<file path="config.mk">
export PLATFORM = sky130hd
export DESIGN_NAME = steered_reg_bank
export DESIGN_NICKNAME = d
export VERILOG_FILES = /design/src/rtl/srb_pkg.sv /design/src/rtl/srb_selector.sv /design/src/rtl/srb_semaphore.sv /design/src/rtl/srb_copy_bank.sv /design/src/rtl/steered_reg_bank.sv
export SDC_FILE = /design/constraint.sdc
export NUM_CORES = 1
export LEC_CHECK = 0
export BUFFER_PORTS_ARGS = -buffer_cell sky130_fd_sc_hd__buf_2
export CAP_MARGIN = 10
export CORE_MARGIN = 2
export CORE_UTILIZATION = 52
export DETAILED_ROUTE_END_ITERATION = 6
export PLACE_DENSITY = 0.69
export SYNTH_ARGS = -nofsm -noshare
export SYNTH_HDL_FRONTEND = slang
export SYNTH_SLANG_ARGS = --single-unit
</file>
<file path="constraint.sdc">
create_clock -name clk -period 4.1 [get_ports clk]
set_clock_uncertainty 0.15 [all_clocks]
set_input_delay 0.615 -clock clk [delete_from_list [all_inputs] [get_ports clk]]
set_output_delay 0.615 -clock clk [all_outputs]
set_load 0.02 [all_outputs]
</file>
<file path="src/rtl/srb_pkg.sv">
package srb_pkg;
    localparam int BUS_AW = 2;

    localparam logic [BUS_AW-1:0] ADR_SEL    = 2'd0;
    localparam logic [BUS_AW-1:0] ADR_SHARED = 2'd1;
    localparam logic [BUS_AW-1:0] ADR_SEM    = 2'd2;

    typedef enum logic {
        SEM_FREE = 1'b0,
        SEM_HELD = 1'b1
    } sem_state_t;
endpackage

</file>
<file path="src/rtl/srb_selector.sv">
module srb_selector #(
    parameter int GRP_W  = 2,
    parameter int INST_W = 2,
    localparam int SEL_W = GRP_W + INST_W + 1
) (
    input  logic              clk,
    input  logic              rst_n,
    input  logic              wr_hit,
    input  logic [SEL_W-1:0]  wr_val,
    output logic [GRP_W-1:0]  grp,
    output logic [INST_W-1:0] inst,
    output logic              bcast,
    output logic [SEL_W-1:0]  word
);
    logic [SEL_W-1:0] sel_q;

    always_ff @(posedge clk) begin
        if (!rst_n)
            sel_q <= {1'b1, {(SEL_W-1){1'b0}}};
        else if (wr_hit)
            sel_q <= wr_val;
    end

    assign inst  = sel_q[INST_W-1:0];
    assign grp   = sel_q[INST_W +: GRP_W];
    assign bcast = sel_q[SEL_W-1];
    assign word  = sel_q;

    a_r2_sel_store: assert property (@(posedge clk) disable iff (!rst_n)
        wr_hit |=> word == $past(wr_val));
endmodule

</file>
<file path="src/rtl/srb_semaphore.sv">
module srb_semaphore
    import srb_pkg::*;
(
    input  logic clk,
    input  logic rst_n,
    input  logic rd_hit,
    input  logic rel_hit,
    output logic grant,
    output logic held
);
    sem_state_t state_q, state_d;

    always_ff @(posedge clk) begin
        if (!rst_n)
            state_q <= SEM_FREE;
        else
            state_q <= state_d;
    end

    always_comb begin
        state_d = state_q;
        unique case (state_q)
            SEM_FREE: if (rel_hit)      state_d = SEM_FREE;
                      else if (rd_hit)  state_d = SEM_HELD;
            SEM_HELD: if (rel_hit)      state_d = SEM_FREE;
            default:                    state_d = SEM_FREE;
        endcase
    end

    always_comb begin
        grant = 1'b0;
        held  = 1'b0;
        unique case (state_q)
            SEM_FREE: grant = rd_hit;
            SEM_HELD: held  = 1'b1;
            default: ;
        endcase
    end

    a_r8_take: assert property (@(posedge clk) disable iff (!rst_n)
        (rd_hit && !held && !rel_hit) |=> held);
    a_r9_release: assert property (@(posedge clk) disable iff (!rst_n)
        rel_hit |=> !held);
endmodule

</file>
<file path="src/rtl/srb_copy_bank.sv">
module srb_copy_bank #(
    parameter int NUM_COPIES = 16,
    parameter int DATA_W     = 32,
    localparam int IDX_W     = $clog2(NUM_COPIES)
) (
    input  logic                                clk,
    input  logic                                rst_n,
    input  logic                                wr_all,
    input  logic                                wr_one,
    input  logic [IDX_W-1:0]                    wr_idx,
    input  logic [DATA_W-1:0]                   wdata,
    output logic [NUM_COPIES-1:0][DATA_W-1:0]   copies
);
    for (genvar i = 0; i < NUM_COPIES; i++) begin : g_copy
        logic hit;
        assign hit = wr_all || (wr_one && (wr_idx == IDX_W'(i)));

        always_ff @(posedge clk) begin
            if (!rst_n)
                copies[i] <= '0;
            else if (hit)
                copies[i] <= wdata;
        end

        a_r3_bcast_fill: assert property (@(posedge clk) disable iff (!rst_n)
            wr_all |=> copies[i] == $past(wdata));
        a_r4_other_kept: assert property (@(posedge clk) disable iff (!rst_n)
            (!wr_all && wr_idx != IDX_W'(i)) |=> $stable(copies[i]));
    end
endmodule

</file>
<file path="src/rtl/steered_reg_bank.sv">
module steered_reg_bank
    import srb_pkg::*;
#(
    parameter int NUM_GRP  = 4,
    parameter int NUM_INST = 4,
    parameter int DATA_W   = 32,
    localparam int GRP_W   = $clog2(NUM_GRP),
    localparam int INST_W  = $clog2(NUM_INST),
    localparam int SEL_W   = GRP_W + INST_W + 1,
    localparam int NCOPY   = NUM_GRP * NUM_INST,
    localparam int IDX_W   = $clog2(NCOPY)
) (
    input  logic              clk,
    input  logic              rst_n,
    input  logic [BUS_AW-1:0] bus_addr,
    input  logic              bus_wr,
    input  logic              bus_rd,
    input  logic [DATA_W-1:0] bus_wdata,
    output logic [DATA_W-1:0] bus_rdata,
    input  logic [NCOPY-1:0]  fuse_off,
    input  logic [NCOPY-1:0]  pwr_gate
);
    logic [GRP_W-1:0]              sel_grp;
    logic [INST_W-1:0]             sel_inst;
    logic                          sel_bcast;
    logic [SEL_W-1:0]              sel_word;
    logic [IDX_W-1:0]              steer_idx;
    logic                          steer_live;
    logic [NCOPY-1:0][DATA_W-1:0]  copies;
    logic                          sem_grant, sem_held;
    logic                          wr_sel, wr_shared, rel_sem, rd_sem;

    assign wr_sel    = bus_wr && bus_addr == ADR_SEL;
    assign wr_shared = bus_wr && bus_addr == ADR_SHARED;
    assign rel_sem   = bus_wr && bus_addr == ADR_SEM && bus_wdata[0];
    assign rd_sem    = bus_rd && bus_addr == ADR_SEM;

    srb_selector #(.GRP_W(GRP_W), .INST_W(INST_W)) u_sel (
        .clk   (clk),
        .rst_n (rst_n),
        .wr_hit(wr_sel),
        .wr_val(bus_wdata[SEL_W-1:0]),
        .grp   (sel_grp),
        .inst  (sel_inst),
        .bcast (sel_bcast),
        .word  (sel_word)
    );

    assign steer_idx  = IDX_W'(sel_grp) * IDX_W'(NUM_INST) + IDX_W'(sel_inst);
    assign steer_live = !fuse_off[steer_idx] && !pwr_gate[steer_idx];

    srb_copy_bank #(.NUM_COPIES(NCOPY), .DATA_W(DATA_W)) u_bank (
        .clk   (clk),
        .rst_n (rst_n),
        .wr_all(wr_shared && sel_bcast),
        .wr_one(wr_shared && !sel_bcast && steer_live),
        .wr_idx(steer_idx),
        .wdata (bus_wdata),
        .copies(copies)
    );

    srb_semaphore u_sem (
        .clk    (clk),
        .rst_n  (rst_n),
        .rd_hit (rd_sem),
        .rel_hit(rel_sem),
        .grant  (sem_grant),
        .held   (sem_held)
    );

    always_ff @(posedge clk) begin
        if (!rst_n) begin
            bus_rdata <= '0;
        end else if (bus_rd) begin
            unique case (bus_addr)
                ADR_SEL:    bus_rdata <= DATA_W'(sel_word);
                ADR_SHARED: bus_rdata <= steer_live ? copies[steer_idx] : '0;
                ADR_SEM:    bus_rdata <= DATA_W'(sem_grant);
                default:    bus_rdata <= '0;
            endcase
        end else begin
            bus_rdata <= '0;
        end
    end

    a_r6_absent_zero: assert property (@(posedge clk) disable iff (!rst_n)
        (bus_rd && bus_addr == ADR_SHARED && (fuse_off[steer_idx] || pwr_gate[steer_idx]))
        |=> bus_rdata == '0);
    a_r7_absent_drop: assert property (@(posedge clk) disable iff (!rst_n)
        (wr_shared && !sel_bcast && !steer_live) |=> $stable(copies));
    a_r8_held_zero: assert property (@(posedge clk) disable iff (!rst_n)
        (rd_sem && sem_held) |=> bus_rdata == '0);
    a_r2_sel_upper_zero: assert property (@(posedge clk) disable iff (!rst_n)
        (bus_rd && bus_addr == ADR_SEL) |=> bus_rdata[DATA_W-1:SEL_W] == '0);
    a_r5_idle_zero: assert property (@(posedge clk) disable iff (!rst_n)
        !bus_rd |=> bus_rdata == '0);
endmodule

</file>
# [Word level (Yosys, flattened, before mapping)]
# Cells that the tools add are included.
[word_totals] register_bits=550 latchBits=0 mem_bits_rw=0 rom_bits=0 inputBits=70 out_inout_bits=32 wordCells=99 n_memories=0
[op_classes] n_addsub=1 multipliers=0 div=0 magnitude_cmp=1 eq_ne=17 shift=0 muxes=13 bitwise_logic=1 n_reduce_logical=47
[ops] cell="32-bit binary-select mux with 4-bit select" count=1
[ops] cell="32-bit one-hot mux with 3 select lines" count=1
[ops] cell="32-bit 2-to-1 mux" count=2
[ops] cell="4-bit equality test, second input constant" count=8
[ops] cell="1-bit logical AND" count=25
[ops] cell="4-bit by 3-bit equality test with 1-bit output, second input constant" count=4
[ops] cell="1-bit logical OR" count=16
[ops] cell="1-bit binary-select mux with 4-bit select" count=2
[ops] cell="4-bit by 2-bit equality test with 1-bit output, second input constant" count=2
[ops] cell="1-bit 2-to-1 mux" count=6
[ops] cell="4-bit by 5-bit less-than comparator with 1-bit output, second input constant" count=1
[ops] cell="4-bit by 2-bit adder with 4-bit output" count=1
[ops] cell="4-bit by 1-bit equality test with 1-bit output, second input constant" count=1
[ops] cell="4-bit zero test" count=1
[ops] cell="1-bit zero test" count=3
[ops] cell="2-bit by 1-bit equality test with 1-bit output, second input constant" count=1
[ops] cell="2-bit equality test, second input constant" count=1
[ops] cell="2-bit zero test" count=1
[ops] cell="1-bit one-hot mux with 2 select lines" count=1
[ops] cell="2-bit AND reduction" count=1
[ops] cell="1-bit NOT" count=1

# [Longest topological paths before layout]
# Gate-level depths: netlist of run 1.
[logic_depth] word_depth=8 depth_mapped=10 ltp_nobuf=6

# [Cells and area by module]
# Synthesis of run 1 repeated with hierarchy kept, for this count alone.
[unflattened] hier_cells=3411 area_unflattened_um2=32546.2
[by_module_without_submodules] mod="srb_copy_bank" n_inst=1 cells_per_inst=3068 area_each_um2=27336.2 seq_area_each_um2=10249.8
[by_module_without_submodules] mod="steered_reg_bank" n_inst=1 cells_per_inst=318 area_each_um2=4937.2 seq_area_each_um2=640.6
[by_module_without_submodules] mod="srb_selector" n_inst=1 cells_per_inst=21 area_each_um2=227.7 seq_area_each_um2=100.1
[by_module_without_submodules] mod="srb_semaphore" n_inst=1 cells_per_inst=4 area_each_um2=45.0 seq_area_each_um2=20.0

# [Worst setup path before layout of run 1]
# Ideal clock, no wire load.
[synth_path] path_type="in2reg" startpoint="in bus_addr[1]" endpoint="reg u_bank.copies[227] (netlist bit)" setup_time_ns=0.125 t_arrival_ns=2.176 required_ns=3.825 setup_slack_ns=1.649 stages=8 n_path_buf=3 path_cell_list="buf_2 -> nor2_1 -> and3_1 -> clkbuf_1 -> a31oi_1 -> buf_2 -> nand3_1 -> o21ai_0"
[synth_between] elab_chain_len=6 word_cells_on_any_way=7 classes_between="eq/ne: 1; reduce/logical: 6"
[synth_lines] element="from (decl)" line="steered_reg_bank.sv:15" rtl="input logic [BUS_AW-1:0] bus_addr,"
[synth_lines] element="2-bit by 1-bit equality test with 1-bit output (*)" line="steered_reg_bank.sv:34" rtl="assign wr_shared = bus_wr && bus_addr == ADR_SHARED;"
[synth_lines] element="1-bit logical AND (*)" line="steered_reg_bank.sv:34"
[synth_lines] element="1-bit logical AND (2 in series)" line="steered_reg_bank.sv:56" rtl=".wr_one(wr_shared && !sel_bcast && steer_live),"
[synth_lines] element="1-bit logical AND" line="srb_copy_bank.sv:16" rtl="assign hit = wr_all || (wr_one && (wr_idx == IDX_W'(i)));"
[synth_lines] element="1-bit logical OR (*)" line="srb_copy_bank.sv:16"
[synth_lines] element="to (signal, indexed assignment)" line="srb_copy_bank.sv:22" rtl="copies[i] <= wdata;"
[synth_lines] element="to (decl)" line="srb_copy_bank.sv:12" rtl="output logic [NUM_COPIES-1:0][DATA_W-1:0] copies"
# Mark *: on every way between the ends. The rest lies on a longest branch, timed or not.
# A chain may end at the register's enable or synchronous reset.

# [Worst setup path after layout of run 1]
[layout_path] startpoint="reg u_sel.sel_q[0], in the netlist u_sel.word[0]" endpoint="reg bus_rdata[16]"
[layout_between] elab_chain_len=7 word_cells_on_any_way=12 classes_between="add/sub: 1; mux: 8; reduce/logical: 3"
[layout_lines] element="from (decl)" line="srb_selector.sv:15" rtl="logic [SEL_W-1:0] sel_q;"
[layout_lines] element="from (signal assigned)" line="srb_selector.sv:19" rtl="sel_q <= {1'b1, {(SEL_W-1){1'b0}}};"
[layout_lines] element="from (signal assigned)" line="srb_selector.sv:21" rtl="sel_q <= wr_val;"
[layout_lines] element="4-bit by 2-bit adder with 4-bit output (*)" line="steered_reg_bank.sv:49" rtl="assign steer_idx = IDX_W'(sel_grp) * IDX_W'(NUM_INST) + IDX_W'(sel_inst);"
[layout_lines] element="1-bit binary-select mux with 4-bit select" line="steered_reg_bank.sv:50" rtl="assign steer_live = !fuse_off[steer_idx] && !pwr_gate[steer_idx];"
[layout_lines] element="1-bit 2-to-1 mux (implied by the code)" line="steered_reg_bank.sv:50"
[layout_lines] element="1-bit zero test" line="steered_reg_bank.sv:50"
[layout_lines] element="1-bit logical AND" line="steered_reg_bank.sv:50"
[layout_lines] element="32-bit 2-to-1 mux (*)" line="steered_reg_bank.sv:77" rtl="ADR_SHARED: bus_rdata <= steer_live ? copies[steer_idx] : '0;"
[layout_lines] element="32-bit one-hot mux with 3 select lines (*)" line="steered_reg_bank.sv:75" rtl="unique case (bus_addr)"
[layout_lines] element="to (signal assigned)" line="steered_reg_bank.sv:76" rtl="ADR_SEL: bus_rdata <= DATA_W'(sel_word);"
[layout_lines] element="to (signal assigned)" line="steered_reg_bank.sv:77"
[layout_lines] element="to (signal assigned)" line="steered_reg_bank.sv:78" rtl="ADR_SEM: bus_rdata <= DATA_W'(sem_grant);"
[layout_lines] element="to (decl)" line="steered_reg_bank.sv:19" rtl="output logic [DATA_W-1:0] bus_rdata,"
# Mark *: on every way between the ends. The rest lies on a longest branch, timed or not. The select of a mux whose other input is x is not followed.

==> impl_metrics.toml, run 1 <==
[run_status]
status = "finished clean"

[cts]
clk_pin_slew_ps = 60
clock_latency_ps = 590
cts_tree = "yes"
cts_sinks = 550
cts_setup_buffers = 0
h-tree-depth = 2
cts.path.max_buffers = 3
cts_buffers = 55
clock-root-buffer = "clkbuf_16"
cts_resized = 0
ctsHoldBuffers = 0

[synth]
synth_warnings = 0
synth_edf_count = 0
synth.yosys.seq_area_share_pct = 49.4
postSynth.topFlopCell = "dfxtp_1"
yosys.area.top_type = "dfxtp_1"
syn_avg_cell_area_um2 = 10.4
synthArstFlopShare_pct = 0
syn_nets = 2203
netlist_top_cells_area = "dfxtp_1, mux4_2, nand3_1"
syn_inst = 2133
synth_area_um2 = 22300
synth.distinct_cells = 43
synth-seq-cells = 550
synth_top_area_share_pct = 49.4

[route]
wl_per_cell_um = 20.3
routed_wl_um = 54100
drc_errors = 0
vias_per_cell = 6.14
drtAntennaViolNets = 0
drtIter0Drc = 1417
vias = 16408
first_pass_iters = 5

[critical_path]
worstPathCellList = "inv_2, o311ai_0, o221a_1, and3_1, o2111ai_4, buf_4, nor2b_1"
critical-path-top-delay-family = "compound AO/OA/AOI/OAI gates"
r2r_cells = 7
critical_path_class = "reg2reg"
ff2ff_setup_slack_ps = 790
timing.rr.end = "bus_rdata[16]"
cp_num_buf_inv = 2
slowest_delay_ps = 700
crit_required_ps = 4470
crit_path_max_fanout = 33
start_kind = "flip-flop"
crit_slowest_cell = "dfxtp_4"
timing.rr.start = "u_sel.word[0]"
crit_path_end_kind = "flip-flop"
arrival_ps = 3670

[sta]
max_freq_mhz = 303
slew_violations = 0
rsz0062_at_grt = "false"
max_slew_margin_pct = 19.2
setup_ws_ps = 795
hold_violations = 0
timing.final.crit_share_pct = 80.6
period_needed_ps = 3310
finalSetupViolations = 0
tns_ps = 0
worstMarginPinSlew_ps = 1210

[global_route]
grt_pass1_vias = 15781
grt_use_met1_pct = 34.9
grt_max_degree = 117
use_met3_pct = 3.06
grt_pass1_wl_um = 86700
gr-total-overflow = 0
track_usage_pct = 24.7
top_usage_layer = "met2"
use_met2_pct = 40.3
antenna_found_initial = 0

[floorplanning]
floorplan.initialDensity_pct = 52.8
die_w_um = 211
coreArea_um2 = 42100
top_level_ports = 102
chipHeight_um = 211
row_count = 75
dieArea_um2 = 44500

[placed_design]
gp_congestion = 0.794
dp.cells = 2572
post-dp-hpwl_um = 31400
place_ws_ps = 800
io_buffers = 101

[power]
p_leak_nw = 8.42
vdd.ir_drop.worst_mv = 0.357
powerDensity_nw_per_um2 = 473

[hold_path]
hold_path_end = "u_sel.word[4]"
min_path_type = "in2reg"
timing.hold.worst_path_depth = 3
hp-start = "bus_wdata[4]"

[finish]
finalNetCount = 2160
antennaDiodeCount = 0
area.growth.synth_to_final_pct = 10.3
drive_above_1_share_pct = 20.6
fin_util_pct = 58.3
instances_no_fill = 2672

[run]
maxCapViolations = 0
## registers in the layout, summed over array words and instances (netlist names)
name	cells
bus_rdata	32
u_sel.word	5
u_bank.copies	512
u_sem.state_q	1
## cells in the mapped netlist, types with 3 or more instances
master,n
o21ai_0,323
nor3_1,7
buf_2,57
o21a_1,4
nor2b_1,33
buf_1,37
a31oi_4,5
nor2_1,12
buf_4,3
mux2i_1,36
o21ai_2,10
nand2_1,75
nand3_1,475
dfxtp_1,550
buf_6,35
inv_1,7
o31a_1,4
mux4_2,162
nand3_2,7
o21ai_1,155
clkbuf_1,97
clkbuf_2,12
## per-stage QoR
stage / hold WS (ps) / area [um^2] / total power, mW
4_1_cts: 112 / 24600 / 11.7
2_1_floorplan: 282 / 22300 / 6.27
5_1_grt: 151 / 24600 / 12.0
3_3_place_gp: 289 / 22600 / 6.45
3_5_place_dp: 296 / 22600 / 6.48
6_report: 143 / 24600 / 11.6
## cell families (layout without fill, tap and decap cells)
| family | after synthesis | count (layout) | synth area share [%] |
|---|---|---|---|
| simple gates | 619 | 619 | 13.9 |
| flops | 550 | 550 | 49.4 |
| compound gates | 513 | 513 | 12.4 |
| buf+inv | 249 | 249 | 5.82 |
| mux | 202 | 202 | 18.4 |
## layout make-up
cell class,instances,area (um^2)
timing repair buffer,141,903
fill,3474,17600
clock buffer,83,1700
clock inverter,17,223
inverter,8,30.0
tap,539,674
sequential,550,11000
multi-input combinational,1334,10000
## how the worst max path moves through the flow
stage                        startpoint                  to  slack [ps]  depth (start not counted)
after global placement    u_sel.word[0]        bus_rdata[0]         870                          7
after floorplan             bus_addr[1]  u_bank.copies[227]        1650                          8
after global routing      u_sel.word[0]       bus_rdata[16]         570                          7
after CTS                 u_sel.word[0]       bus_rdata[16]         750                          7
after detailed placement  u_sel.word[0]       bus_rdata[17]         800                          7
final                     u_sel.word[0]       bus_rdata[16]         790                          7
## report_power, final
part	internal, mW	switching (mW)
combinational	0.269	0.486
clock	3.17	2.08
sequential	5.52	0.0939
## worst register-to-register path, cell delays in order, from the launching register on
cell and delay [ps]:
dfxtp_4 700, inv_2 210, o311ai_0 370, o221a_1 600, and3_1 300, o2111ai_4 330, buf_4 380, nor2b_1 180
## routing by layer
layer | share of wire (%) | wire [um]
met3 | 6.1 | 3320
met2 | 47 | 25400
met4 | 2.1 | 1140
met5 | 0 | 0
met1 | 45 | 24200
## placed cells by master (no fill, tap or decap), types with 2 or more instances in the layout
cell and count:
o32ai_1 2, nor2_1 12, clkbuf_8 18, clkbuf_16 57, nand2_1 75, bufinv_16 5
nand4_2 2, mux4_1 2, clkinv_2 8, a21oi_1 2, a31oi_4 6, nand3_1 475
mux2i_1 36, nor3_1 7, o21ai_0 323, nand3_2 7, inv_1 6, inv_2 2
clkbuf_1 8, o31a_2 4, buf_12 7, mux4_2 162, o21ai_1 155, o21a_2 4
clkinvlp_4 2, dfxtp_1 547, inv_6 2, buf_4 33, o21ai_2 10, and3_1 2
buf_2 100, nor2b_1 33, dfxtp_4 2
No activity file was read; power rests on OpenSTA's default activity.
==> run 2: changes to the inputs <==
==> constraint.sdc (replaced) <==
create_clock -name clk -period 3.11 [get_ports clk]
set_clock_uncertainty 0.15 [all_clocks]
set_input_delay 0.4665 -clock clk [delete_from_list [all_inputs] [get_ports clk]]
set_output_delay 0.4665 -clock clk [all_outputs]
set_load 0.02 [all_outputs]
==> run 2 against run 1 <==
  * Via count fell by 0.24%
  * Total power up 32%
  * Worst hold slack lost 120 ps
  * Setup slack got worse by 340 ps
  * Cell area increased by 1.2%
  * Wire length is 1.5% higher
  * Clock power grew 30%
  * Clock-buffer cell count is 4 lower
  * Global-route usage increased by 0.35 points
  * Non-clock buffer count increased by 24
  * Critical path type unchanged
  * Largest cell class unchanged
  * Highest routed layer is now met5
==> impl_metrics.toml, run 2 (same netlist as run 1, synthesis figures left out) <==
[sta]
max_slew_margin_pct = 53.3
rsz0062_at_grt = "false"
tns_ps = 0
slew_violations = 0
timing.final.crit_share_pct = 85.4
worstMarginPinSlew_ps = 701
finalSetupViolations = 0
holdWs_ps = 23.6
max_freq_mhz = 377
period_needed_ps = 2660
hold_violations = 0

[global_route]
grt_pass1_wl_um = 87900
antenna_found_initial = 1
gr-total-overflow = 0
grt_pass1_vias = 15906
track_usage_pct = 25.1
grt_max_degree = 96

[floorplanning]
floorplan.initialDensity_pct = 52.8
chipHeight_um = 211
dieArea_um2 = 44500
row_count = 75
coreArea_um2 = 42100
die_w_um = 211
top_level_ports = 102

[route]
wl_per_cell_um = 20.4
drtAntennaViolNets = 0
vias_per_cell = 6.07
first_pass_iters = 5
drtIter0Drc = 1612
routed_wl_um = 54900
drc_errors = 0
vias = 16369

[critical_path]
ff2ff_setup_slack_ps = 450
crit_slowest_cell = "mux4_1"
crit_path_max_fanout = 40
slowest_delay_ps = 590
critical-path-top-delay-family = "multiplexers"
worstPathCellList = "mux4_1, mux2i_2, nand4_2, o31a_2, buf_4, nand3_1, o21ai_1"
crit_required_ps = 3430
arrival_ps = 2970
crit_path_end_kind = "flip-flop"
cp_num_buf_inv = 1
critical_path_class = "reg2reg"
start_kind = "flip-flop"

[placed_design]
post-dp-hpwl_um = 31600
gp_congestion = 0.769
dp.cells = 2593
io_buffers = 101

[finish]
antennaDiodeCount = 0
finalNetCount = 2184
drive_above_1_share_pct = 21.5
area.growth.synth_to_final_pct = 11.6
largest_reg_flops = 512
instances_no_fill = 2696
regMostFlops = "u_bank.copies"
final_common_cell = "dfxtp_1"
fillers = 3432
mostFrequentLayoutCells = "dfxtp_1, nand3_1, o21ai_0, mux4_2, o21ai_1"

[hold_path]
min_path_type = "in2reg"

[cts]
cts_buffers = 55
clk_pin_slew_ps = 60
cts_tree = "yes"
cts.path.max_buffers = 3
cts_resized = 0
h-tree-depth = 2
clock-root-buffer = "clkbuf_16"
clock_latency_ps = 600
cts_sinks = 550

[power]
vdd.ir_drop.worst_mv = 0.350
powerDensity_nw_per_um2 = 615
p_leak_nw = 8.60

[run]
maxCapViolations = 0

[run_status]
status = "finished clean"
run 2: cell count changes in the layout (fill, tap and decap cells not counted), sizes merged:
cell | previous run | this run
buf | 141 | 162
clkbuf | 83 | 79
clkinv | 8 | 16
dlygate4sd3 | 0 | 3
inv | 10 | 8
clkinvlp | 2 | 0
run 2: cell type report:
class | count | area (um^2) | share of cell area [%]
tap | 539 | 674 | 2.71
timing repair buffer | 165 | 1220 | 4.89
inverter | 8 | 30.0 | 0.121
clock inverter | 21 | 238 | 0.957
sequential | 550 | 11000 | 44.3
multi-input combinational | 1334 | 10000 | 40.3
clock buffer | 79 | 1670 | 6.72
run 2: worst min-delay path, stage by stage:
cell	delay (ps)
buf_2	100
a21oi_1	60
nor2b_1	100
run 2: power breakdown:
part | internal, mW | switching [mW] | leakage, nW
Sequential | 7.28 | 0.117 | 4.47
Clock | 4.12 | 2.72 | 0.958
Combinational | 0.384 | 0.660 | 3.18
Total | 11.8 | 3.50 | 8.60
run 2: repair_timing:
item | in CTS | in global routing
endpoints found under the hold margin | 3 | 0
hold buffers | 3 | 0
setup buffers | 0 | 0
run 2: final timing paths:
kind              cells after the start          startpoint            endpoint
setup / recovery                      7       u_sel.word[1]  u_bank.copies[269]
hold / removal                        3        bus_wdata[3]       u_sel.word[3]
setup reg to reg                      7       u_sel.word[1]  u_bank.copies[269]
hold reg to reg                       2  u_bank.copies[301]  u_bank.copies[301]
run 2: metal layers:
metal	vias to the layer above	part of all wire, %	track usage, %
li1	7828	-	-
met5	-	0.022	0
met2	511	48	41.2
met4	2	1.9	6.75
met1	7947	44	35.2
met3	81	6.8	3.26
run 2: stage by stage:
stage	utilization (%)	total power, mW	area (um^2)	setup WS [ps]
6_report	59.0	15.3	24900	455
5_1_grt	59.0	15.8	24900	303
4_1_cts	59.0	15.4	24900	453
3_5_place_dp	54.4	8.58	22900	397
3_3_place_gp	54.4	8.54	22900	459
2_1_floorplan	-	8.27	22300	751
==> run 3: changes to the inputs <==
--- a/config.mk
+++ b/config.mk
@@ -7,7 +7,6 @@
 export LEC_CHECK = 0
 export BUFFER_PORTS_ARGS = -buffer_cell sky130_fd_sc_hd__buf_2
 export CAP_MARGIN = 10
-export CORE_MARGIN = 2
 export CORE_UTILIZATION = 52
 export DETAILED_ROUTE_END_ITERATION = 6
 export PLACE_DENSITY = 0.69
==> constraint.sdc (replaced) <==
create_clock -name clk -period 2.9 [get_ports clk]
set_clock_uncertainty 0.15 [all_clocks]
set_input_delay 0.435 -clock clk [delete_from_list [all_inputs] [get_ports clk]]
set_output_delay 0.435 -clock clk [all_outputs]
set_load 0.02 [all_outputs]
==> run 3 against run 2 <==
  * Worst hold slack improved by 2.6 ps
  * Clock power rose by 2%
  * Setup slack got worse by 290 ps
  * Die area fell by 1.9%
  * Cell area barely moved
  * Global-route usage rose by 0.15 points
  * Sequential power rose by 7.2%
  * Non-clock buffer count rose by 14
  * First-iteration DRC count fell by 16%
  * Sequential share of layout area barely moved
  * Critical path type unchanged
  * Highest routed layer is now met4
==> impl_metrics.toml, run 3 (same netlist as run 1, synthesis figures left out) <==
[run_status]
status = "finished clean"

[sta]
period_needed_ps = 2730
slew_violations = 0
worstMarginPinSlew_ps = 1020
timing.final.crit_share_pct = 94.2
rsz0062_at_grt = "false"
tns_ps = 0
max_freq_mhz = 366
holdWs_ps = 26.3
max_slew_margin_pct = 32.1
hold_violations = 0
finalSetupViolations = 0

[route]
routed_wl_um = 54600
vias_per_cell = 6.11
drc_errors = 0
wl_per_cell_um = 20.2
drtAntennaViolNets = 0
vias = 16541
drtIter0Drc = 1349
first_pass_iters = 6

[floorplanning]
row_count = 75
coreArea_um2 = 42100
die_w_um = 209
dieArea_um2 = 43700
floorplan.initialDensity_pct = 52.8
top_level_ports = 102
chipHeight_um = 209

[power]
powerDensity_nw_per_um2 = 645
p_leak_nw = 8.58
swShare_pct = 23.3
vdd.ir_drop.worst_mv = 0.453
p_sw_mw = 3.74
p_clk_share_pct = 43.4
power_frac_comb_pct = 7.1
pwr-share-seq_pct = 49.5
intPower_mw = 12.3

[critical_path]
critical_path_class = "reg2reg"
ff2ff_setup_slack_ps = 170
start_kind = "flip-flop"
crit_path_end_kind = "flip-flop"
arrival_ps = 3090
crit_path_max_fanout = 72
crit_required_ps = 3260

[cts]
cts.path.max_buffers = 3
ctsHoldBuffers = 5
cts_sinks = 550
clk_pin_slew_ps = 60
h-tree-depth = 2
cts_setup_buffers = 0
cts_buffers = 54
cts_resized = 0
cts_tree = "yes"
clock_latency_ps = 600
clock-root-buffer = "clkbuf_16"

[finish]
final_common_cell = "dfxtp_1"
area.growth.synth_to_final_pct = 11.6
regMostFlops = "u_bank.copies"
mostFrequentLayoutCells = "dfxtp_1, nand3_1, o21ai_0, mux4_2, o21ai_1"
largest_reg_flops = 512
finalNetCount = 2197
drive_above_1_share_pct = 21.4
antennaDiodeCount = 0
final_area_um2 = 24900

[global_route]
gr-total-overflow = 0
track_usage_pct = 25.2
antenna_found_initial = 0
grt_pass1_vias = 16149
grt_pass1_wl_um = 87400
grt_max_degree = 73

[hold_path]
min_path_type = "in2reg"

[placed_design]
place_area_um2 = 23000
io_buffers = 101
post-dp-hpwl_um = 32200
gp_congestion = 0.782

[run]
maxCapViolations = 0
run 3: per-layer routing:
metal | global-route usage, % | routed length [um]
met2 | 40.7 | 25500
met5 | 0 | 0
met1 | 34.9 | 24400
met3 | 4.06 | 3540
met4 | 7.81 | 1160
run 3: power by group through the flow:
stage / Sequential, mW / Combinational (mW) / Clock, mW
floorplan: 8.05 / 0.815 / 0
global placement: 8.08 / 1.09 / 0
detailed placement: 8.09 / 1.12 / 0
CTS: 7.93 / 1.13 / 7.05
global route: 7.95 / 1.23 / 7.37
finish: 7.93 / 1.13 / 6.96
run 3: per-stage QoR:
| stage | instances | power [mW] | util (%) | setup WS [ps] |
|---|---|---|---|---|
| final | 2708 | 16.0 | 59.0 | 169 |
| after global routing | 2708 | 16.5 | 59.0 | 2.92 |
| after CTS | 2708 | 16.1 | 59.0 | 197 |
| after detailed placement | 2605 | 9.21 | 54.7 | 172 |
| after global placement | 2605 | 9.16 | 54.7 | 261 |
| after floorplan | 2133 | 8.87 | - | 541 |
run 3: cell type report:
type | count | area, um^2
clock buffers | 81 | 1590
clock inverters | 17 | 176
multi-input cells | 1334 | 10000
repair buffers | 179 | 1350
fillers | 3473 | 17300
inverters | 8 | 30.0
flip-flops and latches | 550 | 11000
well taps | 539 | 674
run 3: worst max-delay path, cell delays in order, from the launching register on:
cell	delay, ps
dfxtp_4	440
buf_12	390
nand2b_1	160
o32ai_1	420
buf_4	200
nor2_4	60
a31oi_4	220
buf_4	360
nand3_1	130
o21ai_0	90
run 3: worst paths after layout:
| path | start | endpoint | cells past startpoint |
|---|---|---|---|
| max reg2reg | u_sel.word[1] | u_bank.copies[437] | 9 |
| min reg2reg | u_bank.copies[281] | u_bank.copies[281] | 2 |
| min | bus_rd | u_sem.state_q | 3 |
| max | u_sel.word[1] | u_bank.copies[437] | 9 |
